$ cat src/rtl/pp_steer_pkg.sv
package pp_steer_pkg;

    // Synchronised input flags, in synchroniser bit order (MSB first).
    typedef struct packed {
        logic req_p;
        logic req_n;
        logic alt;
        logic stop;
        logic ot_set;
        logic ot_clr;
        logic inh_a;
        logic inh_b;
    } flag_t;

    localparam int FLAG_W = $bits(flag_t);

    // Registered state of the steering core.
    typedef struct packed {
        logic active;    // a pulse is running
        logic par;       // running pulse is a parallel pulse
        logic on_b;      // running alternating pulse belongs to channel B
        logic next_b;    // toggle: next alternating pulse goes to B
        logic stop_lat;  // shutdown latch
        logic ot;        // over-temperature state
        logic out_a;
        logic out_b;
    } core_t;

    localparam core_t CORE_RESET = '0;

endpackage

$ cat src/rtl/pp_sync.sv
module pp_sync #(
    parameter int W      = 8,
    parameter int STAGES = 2
) (
    input  logic         clk_i,
    input  logic         rst_i,
    input  logic [W-1:0] d_i,
    output logic [W-1:0] q_o
);

    logic [STAGES-1:0][W-1:0] chain_d;
    logic [STAGES-1:0][W-1:0] chain_q;

    for (genvar g = 0; g < STAGES; g++) begin : g_stage
        if (g == 0) begin : g_first
            assign chain_d[g] = d_i;
        end else begin : g_next
            assign chain_d[g] = chain_q[g-1];
        end

        always_ff @(posedge clk_i) begin
            if (rst_i) begin
                chain_q[g] <= '0;
            end else begin
                chain_q[g] <= chain_d[g];
            end
        end
    end

    assign q_o = chain_q[STAGES-1];

endmodule

$ cat src/rtl/pp_offtime_qual.sv
module pp_offtime_qual #(
    parameter int OFF_CYCLES = 10
) (
    input  logic clk_i,
    input  logic rst_i,
    input  logic req_i,
    output logic armed_o
);

    localparam int               CNT_W   = $clog2(OFF_CYCLES + 1);
    localparam logic [CNT_W-1:0] CNT_MAX = CNT_W'(OFF_CYCLES);

    logic [CNT_W-1:0] cnt_d;
    logic [CNT_W-1:0] cnt_q;

    // Counts low cycles of the request, saturating at the off-time.
    always_comb begin
        cnt_d = cnt_q;
        if (req_i) begin
            cnt_d = '0;
        end else if (cnt_q != CNT_MAX) begin
            cnt_d = cnt_q + 1'b1;
        end
    end

    always_ff @(posedge clk_i) begin
        if (rst_i) begin
            cnt_q <= '0;
        end else begin
            cnt_q <= cnt_d;
        end
    end

    assign armed_o = (cnt_q == CNT_MAX);

endmodule

$ cat src/rtl/pp_steer_core.sv
module pp_steer_core
    import pp_steer_pkg::*;
#(
    parameter bit OT_SINGLE_FLAG = 1'b0
) (
    input  logic  clk_i,
    input  logic  rst_i,
    input  flag_t flags_i,
    input  logic  armed_i,
    output logic  req_o,
    output logic  drv_a_o,
    output logic  drv_b_o
);

    core_t st_d;
    core_t st_q;
    logic  req;
    logic  ot_nx;
    logic  kill;
    logic  start;
    logic  want_a;
    logic  want_b;
    logic  ot_clr_seen;

    assign req = flags_i.req_p & ~flags_i.req_n;

    // Variant: over-temperature as a ready-made level or as set/release flags.
    if (OT_SINGLE_FLAG) begin : g_ot_level
        assign ot_nx       = flags_i.ot_set;
        assign ot_clr_seen = flags_i.ot_clr & 1'b0;
    end else begin : g_ot_pair
        assign ot_nx       = flags_i.ot_set | (st_q.ot & ~flags_i.ot_clr);
        assign ot_clr_seen = 1'b0;
    end

    assign kill  = flags_i.stop | st_q.stop_lat | ot_nx | ot_clr_seen;
    assign start = req & ~st_q.active & armed_i & ~kill;

    always_comb begin
        st_d    = st_q;
        st_d.ot = ot_nx;

        // Shutdown latch: set by stop, released between qualified pulses.
        st_d.stop_lat = flags_i.stop | (st_q.stop_lat & ~(armed_i & ~req));

        if (start) begin
            st_d.active = 1'b1;
            st_d.par    = ~flags_i.alt;
            st_d.on_b   = flags_i.alt & st_q.next_b;
            st_d.next_b = flags_i.alt ? ~st_q.next_b : st_q.next_b;
        end else if (!req || kill) begin
            st_d.active = 1'b0;
        end

        want_a = st_d.active & (st_d.par | ~st_d.on_b);
        want_b = st_d.active & (st_d.par | st_d.on_b);

        // Inhibit only holds off a rising edge.
        st_d.out_a = want_a & (st_q.out_a | ~flags_i.inh_a);
        st_d.out_b = want_b & (st_q.out_b | ~flags_i.inh_b);
    end

    always_ff @(posedge clk_i) begin
        if (rst_i) begin
            st_q <= CORE_RESET;
        end else begin
            st_q <= st_d;
        end
    end

    assign req_o   = req;
    assign drv_a_o = st_q.out_a;
    assign drv_b_o = st_q.out_b;

endmodule

$ cat src/rtl/pp_gate_steer.sv
module pp_gate_steer
    import pp_steer_pkg::*;
#(
    parameter int OFF_CYCLES     = 10,
    parameter int SYNC_STAGES    = 2,
    parameter bit OT_SINGLE_FLAG = 1'b0
) (
    input  logic clk_i,
    input  logic rst_i,
    input  logic req_hi_i,
    input  logic req_lo_n_i,
    input  logic alt_en_i,
    input  logic stop_i,
    input  logic ot_set_i,
    input  logic ot_clr_i,
    input  logic inh_a_i,
    input  logic inh_b_i,
    output logic drv_a_o,
    output logic drv_b_o
);

    flag_t             raw_flags;
    logic [FLAG_W-1:0] sync_vec;
    flag_t             sync_flags;
    logic              req_s;
    logic              armed;

    assign raw_flags = '{req_p:  req_hi_i,
                         req_n:  req_lo_n_i,
                         alt:    alt_en_i,
                         stop:   stop_i,
                         ot_set: ot_set_i,
                         ot_clr: ot_clr_i,
                         inh_a:  inh_a_i,
                         inh_b:  inh_b_i};

    pp_sync #(
        .W      (FLAG_W),
        .STAGES (SYNC_STAGES)
    ) sync_i (
        .clk_i (clk_i),
        .rst_i (rst_i),
        .d_i   (raw_flags),
        .q_o   (sync_vec)
    );

    assign sync_flags = flag_t'(sync_vec);

    pp_offtime_qual #(
        .OFF_CYCLES (OFF_CYCLES)
    ) offq_i (
        .clk_i   (clk_i),
        .rst_i   (rst_i),
        .req_i   (req_s),
        .armed_o (armed)
    );

    pp_steer_core #(
        .OT_SINGLE_FLAG (OT_SINGLE_FLAG)
    ) core_i (
        .clk_i   (clk_i),
        .rst_i   (rst_i),
        .flags_i (sync_flags),
        .armed_i (armed),
        .req_o   (req_s),
        .drv_a_o (drv_a_o),
        .drv_b_o (drv_b_o)
    );

endmodule

$ cat config.mk
export PLATFORM = sky130hd
export DESIGN_NAME = pp_gate_steer
export DESIGN_NICKNAME = d
export VERILOG_FILES = /design/src/rtl/pp_steer_pkg.sv /design/src/rtl/pp_sync.sv /design/src/rtl/pp_offtime_qual.sv /design/src/rtl/pp_steer_core.sv /design/src/rtl/pp_gate_steer.sv
export SDC_FILE = /design/constraint.sdc
export NUM_CORES = 1
export LEC_CHECK = 0
export ABC_AREA = 1
export CORE_ASPECT_RATIO = 1.25
export CORE_MARGIN = 1.5
export CORE_UTILIZATION = 53
export CTS_CLUSTER_SIZE = 30
export DETAILED_ROUTE_END_ITERATION = 8
export GPL_TIMING_DRIVEN = 0
export MAX_ROUTING_LAYER = met4
export PLACE_DENSITY = 0.76
export SLEW_MARGIN = 40
export SYNTH_ARGS = -nofsm -noshare
export SYNTH_HDL_FRONTEND = slang
export SYNTH_SLANG_ARGS = --single-unit
$ cat constraint.sdc
create_clock -name clk_i -period 1.75 [get_ports clk_i]
set_clock_uncertainty 0.05 [all_clocks]
set_input_delay 0.525 -clock clk_i [delete_from_list [all_inputs] [get_ports clk_i]]
set_output_delay 0.525 -clock clk_i [all_outputs]
set_load 0.02 [all_outputs]
==> results.cfg, run 1 <==
[clock_tree]
cts_max_level = 1
numClockSinks = 28
clkTransAtPathRegs_ns = 0.14
root_buffer = clkbuf_4
cts_tree = done
worstSkewPairLatency_ns = 0.31
cts_made_buffers = 3
clockBufferDepth = 2

[setup_path]
reg2reg_depth = 7
required_ns = 1.17
path_depth = 1
critPathTopFamily = flip-flops
crit_chain = dlygate4sd2_1
worstSetupPathType = reg -> out
critPathMaxStageDelay_ns = 0.36
start_kind = flip-flop
crit_path_start = core_i.drv_a_o$_SDFF_PP0_
end_kind = output port
rr_startpoint = offq_i.cnt_q[0]$_SDFFE_PP0P_
slowest_stage = dfxtp_1
arrival_ns = 1.00
crit-reg2reg-capture = core_i.drv_a_o$_SDFF_PP0_
cp_max_fo = 2
reg2reg_slack_ns = 0.36
crit_end = drv_a_o
crit_buf_inv = 1

[floorplanning]
num_io_pins = 12
die_area_sq_um = 2271
dieHeight_um = 52.91
rows = 17
start_util_pct = 57.73
fp.dieW_um = 42.93
core_area_sq_um = 1829

[drt]
drc = 0
first_pass_iters = 2
vias_per_cell = 4.675
vias = 734
postRouteAntennaNets = 0
wl_um = 1401
drt_first_iter_violations = 7
wl_per_cell_um = 8.924

[synthesis]
synth_area_per_cell_sq_um = 8.585
synth_seq_cells = 28
synth_seq_area_share_pct = 53.08
syn_inst = 123
synth_edf_count = 0
ys_warn_count = 0
post_synth_num_cell_types = 22
synth_top_flop_cell = dfxtp_1
postSynth.asyncResetShare_pct = 0
synth_nets = 135
netlist_area_sq_um = 1056

[final_layout]
multi_input_area_sq_um = 371.6
final_common_cell = inv_1
drive_above_1_share_pct = 13.77
nets = 151
register_area_sq_um = 560.5
fill_cells = 155
area_delta_synth_final_pct = 15.88
diodes = 0
layout_common_cells = 30 x inv_1, 28 x dfxtp_1, 21 x nor2_1

[power_and_ir_drop]
ir_drop_mv = 0.6241
p_total_mw = 1.062
leakage_nw = 0.5826
power_density_nw_per_um2 = 867.5

[timing]
setup_viol = 0
slew_headroom_pct = 70.72
fin_crit_sh_pct = 89.91
fin_tns_setup_ns = 0
fmax_mhz = 635.5
final.min_clock_period_ns = 1.573
tightest_slew_ns = 0.4392
hold_viol = 0
maxSlewViolCount = 0
rsz0062_at_grt = false

[grt]
grt_usage_pct = 16.54
grt_overflow = 0
grt_pass1_vias = 729
grt_pass1_wl_um = 2677
antenna_found_initial = 0
grt_max_degree = 16

[worst_hold_path]
min_path_type = reg -> reg

[job]
drv_cap = 0

[placed_design]
place_congestion = 0.6727
io_buffer_count = 11
dpl.hpwl_um = 1115

[outcome]
outcome = finished clean
final cells by class:
class | count | share of cell area [%]
Buffer | 2 | 0.6135
Clock buffer | 4 | 2.965
Inverter | 31 | 9.509
Multi-Input combinational cell | 62 | 30.37
Sequential cell | 28 | 45.81
Tap cell | 19 | 1.943
Timing Repair Buffer | 11 | 8.793
worst min path at each step:
stage	slack, ns	depth (start not counted)	to	from
floorplan	0.34	2	sync_i.q_o[0]$_SDFF_PP0_	sync_i.chain_d[8]$_SDFF_PP0_
global placement	0.34	2	sync_i.q_o[3]$_SDFF_PP0_	sync_i.chain_d[11]$_SDFF_PP0_
detailed placement	0.35	2	sync_i.q_o[2]$_SDFF_PP0_	sync_i.chain_d[10]$_SDFF_PP0_
CTS	0.36	2	sync_i.q_o[2]$_SDFF_PP0_	sync_i.chain_d[10]$_SDFF_PP0_
global route	0.38	2	sync_i.q_o[2]$_SDFF_PP0_	sync_i.chain_d[10]$_SDFF_PP0_
finish	0.36	2	sync_i.q_o[2]$_SDFF_PP0_	sync_i.chain_d[10]$_SDFF_PP0_
sequential cells by signal, summed over array words and instances (netlist names):
signal,flops
sync_i.chain_d,8
core_i.drv_b_o,1
offq_i.cnt_q,4
sync_i.q_o,8
core_i.st_q,6
core_i.drv_a_o,1
per-stage QoR:
step	hold WS [ns]	utilization [%]	worst slack (ns)	area (sq um)	instances
after floorplan	0.3383	-	0.4935	1056	123
after global placement	0.3393	65.05	0.02138	1190	153
after detailed placement	0.3456	65.05	0.01390	1190	153
after CTS	0.3643	66.89	0.1637	1224	157
after global routing	0.3777	66.89	0.1117	1224	157
final	0.3604	66.89	0.1765	1224	157
kinds of logic after synthesis:
logic type	after synthesis	share of synthesized area, %
simple gates	46	24.41
xor+xnor	1	0.8295
compound gates	13	7.583
fa+ha+maj	2	2.369
flops	28	53.08
buf+inv	33	11.73
power breakdown:
part	internal [mW]	total, mW	switching, mW
Sequential	0.663	0.674	0.0117
Clock	0.127	0.300	0.173
Combinational	0.0430	0.0873	0.0443
repair_timing:
item	CTS	global route
setup buffers	0	0
hold endpoints to repair	0	0
endpoints found under the setup margin	2	0
hold buffers	0	0
gates resized for setup	2	0
layer usage:
metal,global-route usage [%],up-vias,wire length (um)
met5,-,-,0
met3,2.048,2,37
met1,14.97,326,596
met4,9.375,0,16
li1,-,396,-
met2,32.58,10,751
synthesized netlist by cell type, types with 2 or more instances:
master / number / share of area, %
a21oi_2: 2 / 1.7
inv_1: 30 / 11
o21ai_0: 4 / 1.9
a21oi_1: 5 / 2.4
nand2_1: 8 / 2.8
clkbuf_1: 2 / 0.71
nand2_2: 4 / 2.4
dfxtp_1: 28 / 53
o2111ai_1: 2 / 1.7
nor2_1: 21 / 7.5
nand3_1: 4 / 1.9
nand2_4: 2 / 2.1
ha_1: 2 / 2.4
worst reg2reg max path, stage by stage (launching register included):
cell,delay [ns]
dfxtp_1,0.37
inv_1,0.07
ha_1,0.19
nand3_4,0.13
nor2_4,0.20
nand3_1,0.13
nand2_1,0.10
a21oi_2,0.05
Power figures use the tool's default switching activity.
==> run 2: changes to the inputs <==
- clock period: 1.75 -> 1.7 ns (I/O delays scaled with it)
==> results of run 2 <==
Same layout as run 1 (identical final DEF). Status: finished clean.
Main changes from that run: setup slack after placement 0.01390 ns -> -0.02110 ns; setup slack after layout 0.1765 ns -> 0.1415 ns; register-to-register setup slack 0.36 ns -> 0.31 ns; total power 1.062 mW -> 1.093 mW; worst IR drop on VDD 0.6241 mV -> 0.6424 mV
